## src/rtl/arb_pkg.sv

```systemverilog
package arb_pkg;
    // Number of masters sharing the bus
    localparam int unsigned NUM_REQ = 3;

    typedef logic [NUM_REQ-1:0] vec_t;

    // Registered state of the arbiter
    typedef struct packed {
        vec_t gnt;
    } arb_state_t;

    localparam arb_state_t ARB_RESET = '{gnt: '0};
endpackage

```

## src/rtl/arb_prio_pick.sv

```systemverilog
// Lowest-index-wins selector: returns the first set bit of req.
module arb_prio_pick #(
    parameter int unsigned N = 3
) (
    input  logic [N-1:0] req,
    output logic [N-1:0] pick
);
    // seen[i] is high when any lower-index request is set
    logic [N-1:0] seen;

    assign seen[0] = 1'b0;

    for (genvar i = 0; i < N; i++) begin : g_bit
        assign pick[i] = req[i] & ~seen[i];
        if (i < N - 1) begin : g_chain
            assign seen[i+1] = seen[i] | req[i];
        end
    end
endmodule

```

## src/rtl/arb_next_ctrl.sv

```systemverilog
// Computes the next arbiter state from the current state and inputs.
module arb_next_ctrl
    import arb_pkg::*;
(
    input  arb_state_t state_q,
    input  vec_t       pick,
    input  logic       bus_busy,
    output arb_state_t state_d
);
    always_comb begin
        state_d = state_q;
        if (!bus_busy) begin
            // Idle bus: fresh decision; owner without request is released
            state_d.gnt = pick;
        end
    end
endmodule

```

## src/rtl/arb_fixed_prio.sv

```systemverilog
module arb_fixed_prio
    import arb_pkg::*;
(
    input  logic               clk,
    input  logic               rst,
    input  logic [NUM_REQ-1:0] req,
    input  logic               bus_busy,
    output logic [NUM_REQ-1:0] gnt
);
    arb_state_t state_d;
    arb_state_t state_q;
    vec_t       pick;

    arb_prio_pick #(.N(NUM_REQ)) u_pick (
        .req  (req),
        .pick (pick)
    );

    arb_next_ctrl u_ctrl (
        .state_q  (state_q),
        .pick     (pick),
        .bus_busy (bus_busy),
        .state_d  (state_d)
    );

    always_ff @(posedge clk) begin
        if (rst) begin
            state_q <= ARB_RESET;
        end else begin
            state_q <= state_d;
        end
    end

    assign gnt = state_q.gnt;
endmodule

```

## config.mk

```make
export PLATFORM = sky130hd
export DESIGN_NAME = arb_fixed_prio
export DESIGN_NICKNAME = d
export VERILOG_FILES = /design/src/rtl/arb_pkg.sv /design/src/rtl/arb_prio_pick.sv /design/src/rtl/arb_next_ctrl.sv /design/src/rtl/arb_fixed_prio.sv
export SDC_FILE = /design/constraint.sdc
export NUM_CORES = 1
export LEC_CHECK = 0
export BUFFER_PORTS_ARGS = -buffer_cell sky130_fd_sc_hd__buf_2
export CORE_AREA = 2 2 39 41
export CTS_BUF_LIST = sky130_fd_sc_hd__clkbuf_4 sky130_fd_sc_hd__clkbuf_8
export CTS_CLUSTER_DIAMETER = 100
export CTS_CLUSTER_SIZE = 30
export DETAILED_ROUTE_END_ITERATION = 10
export DIE_AREA = 0 0 41 43
export PLACE_DENSITY_LB_ADDON = 0.2
export SETUP_SLACK_MARGIN = 0.05
export SYNTH_ARGS = -nofsm -noshare
export SYNTH_HDL_FRONTEND = slang
export SYNTH_SLANG_ARGS = --single-unit
```

## constraint.sdc

```tcl
create_clock -name clk -period 1.4 [get_ports clk]
set_clock_uncertainty 0.2 [all_clocks]
set_input_delay 0.14 -clock clk [delete_from_list [all_inputs] [get_ports clk]]
set_output_delay 0.14 -clock clk [all_outputs]
set_load 0.01 [all_outputs]
```

==> results_dict.tcl <==
set metrics [dict create \
    crit_path_max_fanout 3 \
    cts_sinks 3 \
    ys_ff_latch 3 \
    ys_types 7 \
    end_kind "flip-flop" \
    place_area_sq_um 170 \
    power.density_nw_per_um2 1240 \
    synth-seq-area-share_pct 54.5 \
    synthCells 11 \
    clk_pin_slew_ps 30 \
    synthTopCellsByArea "dfxtp_1, a21oi_1, mux2i_1" \
    drt_pass1_iterations 2 \
    area_growth_syn_to_layout_pct 109 \
    worstHoldPathType "input pin to flip-flop" \
    hp-start "req[1]" \
    setup_viol 0 \
    via_per_inst 3.10 \
    drc 0 \
    worstRegToRegCells 2 \
    drive_gt1_share_pct 50.0 \
    nets 33 \
    cts_max_level 1 \
    die_w_microns 41 \
    worst_skew_pair.late_latency_ps 230 \
    synth_top_area_share_pct 54.5 \
    reg2reg_slack_ps 620 \
    ir_drop_mv 0.260 \
    grt_antenna_before_repair 0 \
    hold_viol 0 \
    portBuffers 8 \
    setup_tns_ps 0 \
    track_usage_pct 4.51 \
    clock_path_buffers 2 \
    ant_nets 0 \
    worstSetupStartpointType "input pin" \
    grt_pass1_vias 126 \
    p_leak_nw 0.107 \
    coreArea_sq_um 1380 \
    timing.hold.ws_ps 2.12 \
    diodes 0 \
    r2r_end "gnt[0]" \
    fin_crit_ps 1060 \
    globalRouteOverflowTotal 0 \
    slew_headroom_pct 92.1 \
    final_area_sq_um 230 \
    slew_viol_final 0 \
    cts_buffers 3 \
    crit_type "input pin to flip-flop" \
    largest_reg_flops 3 \
    status "completed" \
    rows 14 \
    finish.utilization_pct 16.6 \
    pin_count 9 \
    cts_tree "done" \
    synth_top_area_cell "dfxtp_1" \
    vias 130 \
    clock-root-buffer "clkbuf_4" \
    regToRegStartpoint "gnt[0]" \
    min_period_over_period_pct 75.9 \
    rsz0062_at_grt "false" \
    drt_iter0_markers 2 \
    avgSynthCellArea_sq_um 10.0 \
    syn-num-nets 17 \
    initial_core_util_pct 7.96 \
    min_path_cells 3 \
    tightest_slew_ps 115 \
    ys_warn_count 0 \
    grt_pass1_wl_microns 434 \
    syn-cell-area_sq_um 110 \
    dieArea_sq_um 1760 \
    arrival_ps 980 \
    fmax_mhz 942 \
    fp.dieH_microns 43 \
    wirelength_microns 315 \
    hold_end "gnt[2]" \
    grt_max_degree 5 \
    fillers 159 \
    drv_cap 0 \
    wl_per_cell_microns 7.50 \
    place_congestion 0.465 \
    cp.required_ps 1320 \
]
-- cell families after synthesis --
group,share of synthesized area [%]
AND/OR/NAND/NOR,27.3
flip-flops,54.5
AO/OA/AOI/OAI,9.09
multiplexers,9.09
-- stage by stage --
| step | setup WS, ps | power [W] | cells |
|---|---|---|---|
| after floorplan | 377 | 0.0000998 | 11 |
| after global routing | 310 | 0.000310 | 42 |
| after global placement | 239 | 0.000114 | 35 |
| after detailed placement | 200 | 0.000114 | 35 |
| final | 338 | 0.000286 | 42 |
| after CTS | 332 | 0.000295 | 42 |
-- how the worst max path moves through the flow --
stage / cells after the start / end / from / slack (ps)
after floorplan: 2 / gnt[2] / req[0] / 380
after global placement: 3 / gnt[2] / bus_busy / 240
after detailed placement: 3 / gnt[2] / bus_busy / 200
after CTS: 4 / gnt[2] / bus_busy / 330
after global routing: 4 / gnt[1] / bus_busy / 310
final: 4 / gnt[0] / req[0] / 340
-- power by group --
group          switching (W)  total (W)  internal [W]  leakage [nW]
clock network      0.0000417   0.000168      0.000126        0.0184
logic              0.0000108  0.0000277     0.0000168        0.0639
registers         0.00000144  0.0000910     0.0000895        0.0245
-- cell type report --
type / instances / area [sq um] / area share, %
clock buffer: 4 / 30.0 / 13.0
multi-input combinational: 8 / 50.0 / 21.7
sequential: 3 / 60.1 / 26.1
tap: 16 / 20.0 / 8.70
timing repair buffer: 11 / 70.1 / 30.4
-- per-layer routing --
metal / track usage [%] / share of wire (%)
met1: 3.21 / 43
met2: 5.31 / 41
met3: 4.71 / 17
met4: 6.00 / 0
met5: 0 / 0
-- worst max-delay path, cell delays in order --
cell and delay [ps]:
buf_2 110, dlygate4sd3_1 560, mux2i_1 130, nor2_1 50
-- synthesized netlist by cell type --
| master | number |
|---|---|
| a21oi_1 | 2 |
| dfxtp_1 | 3 |
| mux2i_1 | 1 |
| nand2_1 | 2 |
| nor2_1 | 1 |
| or3b_2 | 1 |
| or4b_1 | 1 |
-- cells in the final DEF, fill, tap and decap left out --
cell type	netlist	layout
or3b_2	1	1
nor2_1	1	1
mux2i_1	1	1
dlygate4sd3_1	0	3
nand2_1	2	2
buf_2	0	8
clkbuf_4	0	4
a21oi_1	2	2
or4b_1	1	1
dfxtp_1	3	3
-- what timing repair did --
item                      in CTS  in global routing
buffers inserted               0                  0
hold buffers                   3                  0
gates resized for setup        0                  0
hold endpoints to repair       3                  0
(Power assumes the default switching activity.)
